`config.mk`:
```
export PLATFORM = sky130hd
export DESIGN_NAME = dsirx_resp_decoder
export DESIGN_NICKNAME = d
export VERILOG_FILES = /design/src/rtl/dsirx_pkg.sv /design/src/rtl/dsirx_trig_class.sv /design/src/rtl/dsirx_hdr_decode.sv /design/src/rtl/dsirx_byte_store.sv /design/src/rtl/dsirx_resp_decoder.sv
export SDC_FILE = /design/constraint.sdc
export NUM_CORES = 1
export LEC_CHECK = 0
export CAP_MARGIN = 20
export CORE_AREA = 2 2 120 122
export DETAILED_ROUTE_END_ITERATION = 8
export DIE_AREA = 0 0 122 124
export DONT_BUFFER_PORTS = 1
export GPL_TIMING_DRIVEN = 0
export PLACE_DENSITY = 0.78
export SKIP_LAST_GASP = 1
export SLEW_MARGIN = 20
export SYNTH_ARGS = -nofsm -noshare
export SYNTH_HDL_FRONTEND = slang
export SYNTH_SLANG_ARGS = --single-unit
```
`constraint.sdc`:
```
create_clock -name clk -period 2.7 [get_ports clk]
set_input_delay 0.27 -clock clk [delete_from_list [all_inputs] [get_ports clk]]
set_output_delay 0.27 -clock clk [all_outputs]
set_load 0.02 [all_outputs]
```
`src/rtl/dsirx_pkg.sv`:
```
package dsirx_pkg;

   typedef enum logic [2:0] {
      RC_TRIG_ONLY = 3'd0,
      RC_ACK_ERR   = 3'd1,
      RC_SHORT     = 3'd2,
      RC_LONG      = 3'd3,
      RC_BAD       = 3'd4
   } rsp_class_e;

   typedef enum logic [1:0] {
      TG_ACK = 2'd0,
      TG_ESC = 2'd1,
      TG_UNK = 2'd2
   } trig_e;

   localparam logic [5:0] DT_ACK_ERR  = 6'h02;
   localparam logic [5:0] DT_SHORT1   = 6'h21;
   localparam logic [5:0] DT_SHORT2   = 6'h22;
   localparam logic [5:0] DT_DCS_LONG = 6'h1C;
   localparam logic [5:0] DT_GEN_LONG = 6'h1A;

   localparam logic [31:0] TRIG_ACK_CODE = 32'h0000_0084;
   localparam logic [31:0] TRIG_ESC_CODE = 32'h0000_0087;

   typedef struct packed {
      rsp_class_e  cls;
      logic [15:0] errmap;
      logic [15:0] size;
      logic        perr;
   } hdr_info_t;

endpackage

```
`src/rtl/dsirx_trig_class.sv`:
```
module dsirx_trig_class
   import dsirx_pkg::*;
(
   input  logic [31:0] word,
   output trig_e       trig
);

   always_comb begin
      if (word == TRIG_ACK_CODE)      trig = TG_ACK;
      else if (word == TRIG_ESC_CODE) trig = TG_ESC;
      else                            trig = TG_UNK;
   end

endmodule

```
`src/rtl/dsirx_hdr_decode.sv`:
```
module dsirx_hdr_decode
   import dsirx_pkg::*;
(
   input  logic [5:0]  dtype,
   input  logic [15:0] field,
   output hdr_info_t   info
);

   always_comb begin
      info.cls    = RC_BAD;
      info.errmap = 16'h0000;
      info.size   = 16'd0;
      info.perr   = 1'b0;
      unique case (dtype)
         DT_ACK_ERR: begin
            info.cls    = RC_ACK_ERR;
            info.errmap = field;
         end
         DT_SHORT1: begin
            info.cls  = RC_SHORT;
            info.size = 16'd1;
         end
         DT_SHORT2: begin
            info.cls  = RC_SHORT;
            info.size = 16'd2;
         end
         DT_DCS_LONG, DT_GEN_LONG: begin
            info.cls  = RC_LONG;
            info.size = field;
         end
         default: begin
            info.cls  = RC_BAD;
            info.perr = 1'b1;
         end
      endcase
   end

endmodule

```
`src/rtl/dsirx_byte_store.sv`:
```
module dsirx_byte_store #(
   parameter int MAX_BYTES = 16,
   parameter int LEN_W     = 5,
   parameter int WI_W      = 5
) (
   input  logic                   clk,
   input  logic                   rst_n,
   input  logic                   clear,
   input  logic                   sh_we,
   input  logic                   sh_two,
   input  logic [7:0]             sh_b0,
   input  logic [7:0]             sh_b1,
   input  logic                   wd_we,
   input  logic [WI_W-1:0]        wd_idx,
   input  logic [31:0]            wd_data,
   input  logic [LEN_W-1:0]       lim,
   output logic [8*MAX_BYTES-1:0] bytes
);

   for (genvar b = 0; b < MAX_BYTES; b++) begin : g_byte
      localparam int              LANE = b % 4;
      localparam logic [WI_W-1:0] WSEL = WI_W'(b / 4);
      localparam logic [LEN_W-1:0] POS = LEN_W'(b);

      logic       in_lim;
      logic       sh_hit;
      logic [7:0] sh_val;
      logic [7:0] r;

      assign in_lim = POS < lim;

      if (b == 0) begin : g_s0
         assign sh_hit = sh_we;
         assign sh_val = sh_b0;
      end else if (b == 1) begin : g_s1
         assign sh_hit = sh_we && sh_two;
         assign sh_val = sh_b1;
      end else begin : g_sn
         assign sh_hit = 1'b0;
         assign sh_val = 8'h00;
      end

      always_ff @(posedge clk or negedge rst_n) begin
         if (!rst_n)                                  r <= 8'h00;
         else if (clear)                              r <= 8'h00;
         else if (wd_we && (wd_idx == WSEL) && in_lim) r <= wd_data[LANE*8 +: 8];
         else if (sh_hit && in_lim)                   r <= sh_val;
      end

      assign bytes[8*b +: 8] = r;
   end

endmodule

```
`src/rtl/dsirx_resp_decoder.sv`:
```
module dsirx_resp_decoder
   import dsirx_pkg::*;
#(
   parameter int MAX_BYTES = 16,
   parameter int LVL_W     = 5,
   parameter int REQ_W     = 16,
   parameter int LEN_W     = $clog2(MAX_BYTES + 1)
) (
   input  logic                   clk,
   input  logic                   rst_n,
   input  logic                   start,
   input  logic [REQ_W-1:0]       req_len,
   input  logic [LVL_W-1:0]       rxq_level,
   input  logic [31:0]            rxq_data,
   output logic                   rxq_pop,
   output logic                   res_valid,
   input  logic                   res_ready,
   output logic [2:0]             res_class,
   output logic [1:0]             res_trig,
   output logic [8*MAX_BYTES-1:0] res_bytes,
   output logic [LEN_W-1:0]       res_count,
   output logic [15:0]            res_errmap,
   output logic                   res_proto_err
);

   localparam logic [REQ_W-1:0] REQ_CAP = REQ_W'(MAX_BYTES);
   localparam logic [LEN_W-1:0] LEN_CAP = LEN_W'(MAX_BYTES);

   if (MAX_BYTES < 2 || MAX_BYTES > 64) begin : g_bad_bytes
      $error("MAX_BYTES must lie in 2..64");
   end
   if (LVL_W < 2 || LVL_W > 8) begin : g_bad_lvl
      $error("LVL_W must lie in 2..8");
   end
   if (REQ_W < LEN_W || LEN_W > 16) begin : g_bad_req
      $error("REQ_W must cover LEN_W and LEN_W must not exceed 16");
   end

   typedef enum logic [2:0] {S_IDLE, S_WAIT, S_HDR, S_BODY, S_DONE} st_e;

   st_e               st;
   logic [LEN_W-1:0]  lim_q;
   logic [LVL_W-1:0]  left_q;
   logic [LVL_W-1:0]  widx_q;
   trig_e             trig_q;
   rsp_class_e        cls_q;
   logic [15:0]       errmap_q;
   logic              perr_q;
   logic [LEN_W-1:0]  count_q;

   trig_e             trig_w;
   hdr_info_t         info_w;
   logic              reading;
   logic              take;
   logic [LEN_W-1:0]  lim_d;
   logic [LEN_W-1:0]  clamp_w;

   dsirx_trig_class u_trig (
      .word (rxq_data),
      .trig (trig_w)
   );

   dsirx_hdr_decode u_hdr (
      .dtype (rxq_data[5:0]),
      .field (rxq_data[23:8]),
      .info  (info_w)
   );

   assign reading = (st == S_WAIT) || (st == S_HDR) || (st == S_BODY);
   assign rxq_pop = reading && (rxq_level != '0);
   assign take    = (st == S_IDLE) && start;
   assign lim_d   = (req_len > REQ_CAP) ? LEN_CAP : req_len[LEN_W-1:0];
   assign clamp_w = (info_w.size > 16'(lim_q)) ? lim_q : info_w.size[LEN_W-1:0];

   always_ff @(posedge clk or negedge rst_n) begin
      if (!rst_n) begin
         st       <= S_IDLE;
         lim_q    <= '0;
         left_q   <= '0;
         widx_q   <= '0;
         trig_q   <= TG_ACK;
         cls_q    <= RC_TRIG_ONLY;
         errmap_q <= 16'h0000;
         perr_q   <= 1'b0;
         count_q  <= '0;
      end else begin
         unique case (st)
            S_IDLE: if (start) begin
               st       <= S_WAIT;
               lim_q    <= lim_d;
               widx_q   <= '0;
               trig_q   <= TG_ACK;
               cls_q    <= RC_TRIG_ONLY;
               errmap_q <= 16'h0000;
               perr_q   <= 1'b0;
               count_q  <= '0;
            end
            S_WAIT: if (rxq_pop) begin
               trig_q <= trig_w;
               left_q <= rxq_level - 1'b1;
               st     <= (rxq_level == LVL_W'(1)) ? S_DONE : S_HDR;
            end
            S_HDR: if (rxq_pop) begin
               cls_q    <= info_w.cls;
               errmap_q <= info_w.errmap;
               perr_q   <= info_w.perr;
               count_q  <= clamp_w;
               left_q   <= left_q - 1'b1;
               st       <= (left_q == LVL_W'(1)) ? S_DONE : S_BODY;
            end
            S_BODY: if (rxq_pop) begin
               widx_q <= widx_q + 1'b1;
               left_q <= left_q - 1'b1;
               if (left_q == LVL_W'(1)) st <= S_DONE;
            end
            S_DONE: if (res_ready) st <= S_IDLE;
            default: st <= S_IDLE;
         endcase
      end
   end

   dsirx_byte_store #(
      .MAX_BYTES (MAX_BYTES),
      .LEN_W     (LEN_W),
      .WI_W      (LVL_W)
   ) u_store (
      .clk     (clk),
      .rst_n   (rst_n),
      .clear   (take),
      .sh_we   ((st == S_HDR) && rxq_pop && (info_w.cls == RC_SHORT)),
      .sh_two  (info_w.size[1]),
      .sh_b0   (rxq_data[15:8]),
      .sh_b1   (rxq_data[23:16]),
      .wd_we   ((st == S_BODY) && rxq_pop && (cls_q == RC_LONG)),
      .wd_idx  (widx_q),
      .wd_data (rxq_data),
      .lim     (lim_q),
      .bytes   (res_bytes)
   );

   assign res_valid     = (st == S_DONE);
   assign res_class     = cls_q;
   assign res_trig      = trig_q;
   assign res_count     = count_q;
   assign res_errmap    = errmap_q;
   assign res_proto_err = perr_q;

endmodule

```
Yosys cells after proc, flatten, opt, wreduce, memory -nomap -nowiden. Index checks and enable logic that the tools add are counted.

Add/sub/neg operators: 3. Order comparisons: 18. Equal/unequal tests: 25. Muxes and demuxes: 71. Reduce and logical (&&, ||, !) cells: 64.

Operator list (number): $mux 8 (34); $eq 32x8->1 const B (2); $mux 16 (3); $pmux 16 s3 (1); $lt 4x5->1 const A (8); $reduce_bool 2->1 (18); $mux 5 (7); $pmux 16 s2 (1); $mux 3 (10); $pmux 5 s2 (3); $logic_and 1x1->1 (29); $lt 3x5->1 const A (4); $gt 16x5->1 (1); $gt 16x5->1 const B (1); $eq 5x1->1 const B (3); $pmux 3 s5 (1); $eq 3x2->1 const B (4); $eq 6x5->1 const B (2); $eq 6x6->1 const B (2); $reduce_and 3->1 (4); $eq 5x2->1 const B (2); $lt 1x5->1 const A (2); $lt 2x5->1 const A (2); $sub 5x1->5 const B (2); 21 further kinds (35).

Bits in registers: 173. Input port bits: 57. Output and inout bits: 157. Logic and storage cells: 206.

Longest topological paths before layout.
Depth after elaboration: 11. Mapped depth: 12. Depth with buffers taken out: 10.

Cells and area by module. From an unflattened synthesis, not the netlist that was laid out.

Cells, all modules: 786. Area total of the unflattened synthesis: 8533.2 um^2.

Modules (own cells, without submodules): dsirx_byte_store (times used 1, cells each 489, area each 5736.8 um^2, seq. area each 3203.1 um^2); dsirx_resp_decoder (times used 1, cells each 235, area each 2336.0 um^2, seq. area each 1126.1 um^2); dsirx_hdr_decode (times used 1, cells each 47, area each 341.6 um^2, seq. area each 0.0 um^2); dsirx_trig_class (times used 1, cells each 15, area each 118.9 um^2, seq. area each 0.0 um^2).

Least setup slack after synthesis. Ideal clock, no wire load.

Path type: input port to flip-flop. From: input rxq_data[3]. To: register count_q[0], in the netlist res_count[0]. Setup time: 0.083 ns. Arrival: 2.536 ns. Data required time: 2.617 ns. Setup slack: 0.081 ns. Cell stages on the path: 11. Path buffers: 1. Cells stage by stage: buf_2 -> or4b_4 -> nor2_2 -> a21o_1 -> ha_1 -> and4_1 -> a21oi_1 -> o31a_1 -> a21o_1 -> mux2_2 -> o21ai_0.

Cells in the longest elaborated chain, start to end: 7. Elaborated cells between the ends (all ways): 10. Classes of those cells: order compare: 1; eq/ne: 4; mux: 4; reduce/logical: 1.

Ends and longest elaborated chain: start, declared (line dsirx_resp_decoder.sv:14) `input logic [31:0] rxq_data,`; $eq 6x5->1 (line dsirx_hdr_decode.sv:14) `unique case (dtype)`; $reduce_or 2->1 (line dsirx_hdr_decode.sv:14); $pmux 16 s3 (*) (line dsirx_hdr_decode.sv:14); $gt 16x5->1 (line dsirx_resp_decoder.sv:73) `assign clamp_w = (info_w.size > 16'(lim_q)) ? lim_q : info_w.size[LEN_W-1:0];`; $mux 5 (*) (line dsirx_resp_decoder.sv:73); $mux 5 (*) (line dsirx_resp_decoder.sv:103) `S_HDR: if (rxq_pop) begin`; $pmux 5 s2 (*) (line dsirx_resp_decoder.sv:87) `unique case (st)`; end signal, assigned (line dsirx_resp_decoder.sv:107) `count_q <= clamp_w;`; end, declared (line dsirx_resp_decoder.sv:49) `logic [LEN_W-1:0] count_q;`.

Every way passes the cells marked *; elsewhere a longest branch is shown, timed or not. The select of a mux whose other input is x is not followed. A chain may end at the register's enable or synchronous reset.

Final worst setup path.
From: register cls_q[2], in the netlist res_class[2]. To: register u_store.g_byte[2].r[3].

Cells in the longest elaborated chain, start to end: 5.

Ends and longest elaborated chain: start, declared (line dsirx_resp_decoder.sv:46) `rsp_class_e cls_q;`; start signal, assigned (line dsirx_resp_decoder.sv:104) `cls_q <= info_w.cls;`; $eq 3x2->1 (line dsirx_resp_decoder.sv:134) `.wd_we ((st == S_BODY) && rxq_pop && (cls_q == RC_LONG)),`; $logic_and 1x1->1 (line dsirx_resp_decoder.sv:134); $logic_and 1x1->1 (2 in series) (line dsirx_byte_store.sv:46) `else if (wd_we && (wd_idx == WSEL) && in_lim) r <= wd_data[LANE*8 +: 8];`; $reduce_bool 2->1 (no source line); end signal, assigned (line dsirx_byte_store.sv:46); end signal, assigned (line dsirx_byte_store.sv:47) `else if (sh_hit && in_lim) r <= sh_val;`; end, declared (line dsirx_byte_store.sv:28) `logic [7:0] r;`.

Every way passes these cells.

==> summary.txt <==
H-tree levels = 4
drt wl/cell = 23.71 um
reg2reg end = u_store.g_byte[2].r[3]$_DFFE_PN0P_
CP Class = reg2reg
Post-DP HPWL = 16.38 mm
final period utilization = 94.72%
Worst-Skew Late Latency = 430 ps
Final Cell Area = 0.009350 mm2
Antenna Cells = 0
M2 GR Usage = 52.09%
met3 Use GR = 10.03%
PD cells = 811.6 mW/mm2
fin. max-slew vios = 0
Syn Nets = 848
post-synth cell types = 57
Initial Utilization = 59.78%
DRC = 0
top cell type's share of synthesized area = 52.78%
switch share = 34.47%
core area = 0.01372 mm2
Final Wtd Congestion = 0.9114
area leader, netlist = dfrtp_1
clk slew on worst S/H paths = 70 ps
height of the die = 124 um
Die Footprint = 0.01513 mm2
IO buf count = 0
post-route ant nets = 0
initial antenna violation count = 0
first-pass GRT wire length = 36.19 mm
Num CTS Buffers = 17
commonest non-fill, non-tap cell in the layout = dfrtp_1
most frequent cells in the layout = dfrtp_1 (173), nor2_1 (99), mux2i_1 (89), nand2_1 (58), o21ai_0 (37)
CTS sink cnt = 173
global route overflow = 0
Fillers = 1041
GRT Overall Usage = 32.25%
Hold Crit Class = in2async
cell-internal power = 4.973 mW
hold_ws = -470.4 ps
Peak Freq = 391.0 MHz
Crit Path Max Fanout = 8
CTS root buffer = clkbuf_16
Worst Path Arrival = 2870 ps
Clock Tree Buf Depth = 2
Die W = 122 um
max-cap viol count = 0
clock network fraction of design power = 32.4%
Worst slew margin = 50.52%
R2R cell count = 6
Seq/Total Area, Yosys = 52.78%
Leakage Power = 4.711 nW
failing checks = hold timing
GR peak layer = met2
Main synth FF type = dfrtp_1
Finish-stage setup viols = 0
worst flop-to-flop path startpoint = res_class[2]$_DFFE_PN0P_
CTS tree = built
Yosys reg bits = 173
largest net degree at the start of global routing = 174
Gate Count Post-Synth = 778
FFs w/ async S/R, synth = 100.0%
Least-Margin Pin Slew = 742.1 ps
DP Area = 0.008427 mm2
min Tclk post-route = 2557 ps
Layout area overhead = 14.00%
Max Clock Skew = 9.668 ps
Critical Path Sink Type = flip-flop
post-DR vias/cell = 6.345
Worst Setup EP = u_store.g_byte[2].r[3]$_DFFE_PN0P_
number of global-route vias before repair = 6223
synth warn = 0
Pre-antenna DRT Iters = 6
RSZ-0062 raised after global routing = no
average cell area after synthesis = 10.54 um2
drt initial violations = 718
layout cells sized above 1 = 11.69%
Post-synth EDFFs = 0
Crit path required time = 3020 ps
std cell rows = 43
Syn Std Cell Area = 0.008202 mm2
vias = 6459
Logic pwr share = 21.3%
P_sw = 2.616 mW
power share of the sequential group = 46.3%
synth top area cells = dfrtp_1 (53%), mux2i_1 (11%), nor2_1 (4.5%), nand2_1 (2.7%), mux2_2 (2.5%)
final WL = 24.13 mm
met1 usage = 41.68%
Hold Vio Cnt, Final = 173
fin util = 68.15%
status = finished with violations
CP startpoint = res_class[2]$_DFFE_PN0P_
reg-to-reg slack, setup = 140 ps
type of origin of the critical path = flip-flop
worst vdd rail ir drop = 0.4379 mV
Nets = 896
hold buffers post-CTS = 29
I/O pins = 214
state kept, by name (all words and copies together) (netlist names):
name,flops
left_q,5
res_errmap,16
widx_q,5
res_class,3
res_proto_err,1
lim_q,5
u_store.g_byte.r,128
res_trig,2
st,3
res_count,5
metal layers:
layer,routed length [um],up-vias
met4,403,0
met3,2569,33
met2,11820,359
met1,9340,3231
li1,-,2836
met5,0,-
worst max-delay path: stages (launching register included):
cell and delay, ps:
dfrtp_1 540, nor4_4 360, nand3_1 190, or3_1 420
buf_4 200, o21ai_4 330, mux2_2 390
power by group through the flow:
stage	Sequential (mW)	Combinational [mW]	Clock [mW]
after detailed placement	3.55	1.50	0
after global routing	3.54	1.77	2.56
after floorplan	3.44	1.14	0
after global placement	3.52	1.43	0
after CTS	3.50	1.57	2.48
final	3.51	1.62	2.46
worst min path at each step:
stage / start / end / slack, ps / depth (start not counted)
after floorplan: rst_n / left_q[0]$_DFFE_PN0P_ / -30 / 0
after global placement: rst_n / left_q[3]$_DFFE_PN0P_ / -20 / 0
after detailed placement: rst_n / left_q[3]$_DFFE_PN0P_ / -20 / 0
after CTS: rst_n / left_q[3]$_DFFE_PN0P_ / -480 / 0
after global routing: rst_n / left_q[3]$_DFFE_PN0P_ / -480 / 0
final: rst_n / left_q[3]$_DFFE_PN0P_ / -470 / 0
repair_timing:
action,CTS,global route
buffers inserted,0,2
gates cloned,0,0
endpoints found under the hold margin,234,173
endpoints found under the setup margin,75,37
pin swaps,0,1
resized for setup,2,4
metrics by stage:
step	setup WS, ps	power (mW)	cells	hold WS [ps]	TNS [ps]
5_1_grt	30.70	7.881	1018	-480.5	0
3_5_place_dp	-241.9	5.054	958	-21.46	-5611
4_1_cts	44.38	7.556	1018	-478.1	0
3_3_place_gp	-167.6	4.952	958	-20.25	-2934
2_1_floorplan	81.23	4.581	778	-25.59	0
6_report	142.6	7.589	1018	-470.4	0
cells by family after synthesis:
logic type                 share of synthesized area (%)
AOI/OAI and AO/OA                                  10.69
xor gates and xnor gates                          0.7475
adders and majority gates                          1.983
buffers and inverters                              3.753
DFF                                                52.78
muxes                                              13.33
and+or+nand+nor                                    16.71
synth_stat cells, drive strengths merged (3+ instances only):
cell type	n
dfrtp	173
nor2	102
mux2i	89
nand2	58
o21ai	41
a21oi	37
nand3	37
buf	27
clkbuf	24
mux2	18
a22o	16
nor3	16
inv	15
and3	14
ha	13
a31oi	10
nor2b	9
nor4	8
a21o	7
nand2b	6
nand4	6
xor2	6
a41oi	5
nor4b	5
o31ai	5
a22oi	3
and2	3
nand3b	3
or3	3
layout make-up:
type	count	area (um2)	area share (%)
buffer	49	241.5	2.583
clock buffer	23	488.0	5.219
clock inverter	8	106.4	1.137
inverter	16	60.06	0.6423
multi-input combinational	538	3595	38.45
sequential	173	4329	46.30
tap	180	225.2	2.409
timing repair buffer	31	305.3	3.265
(Power assumes the default switching activity.)
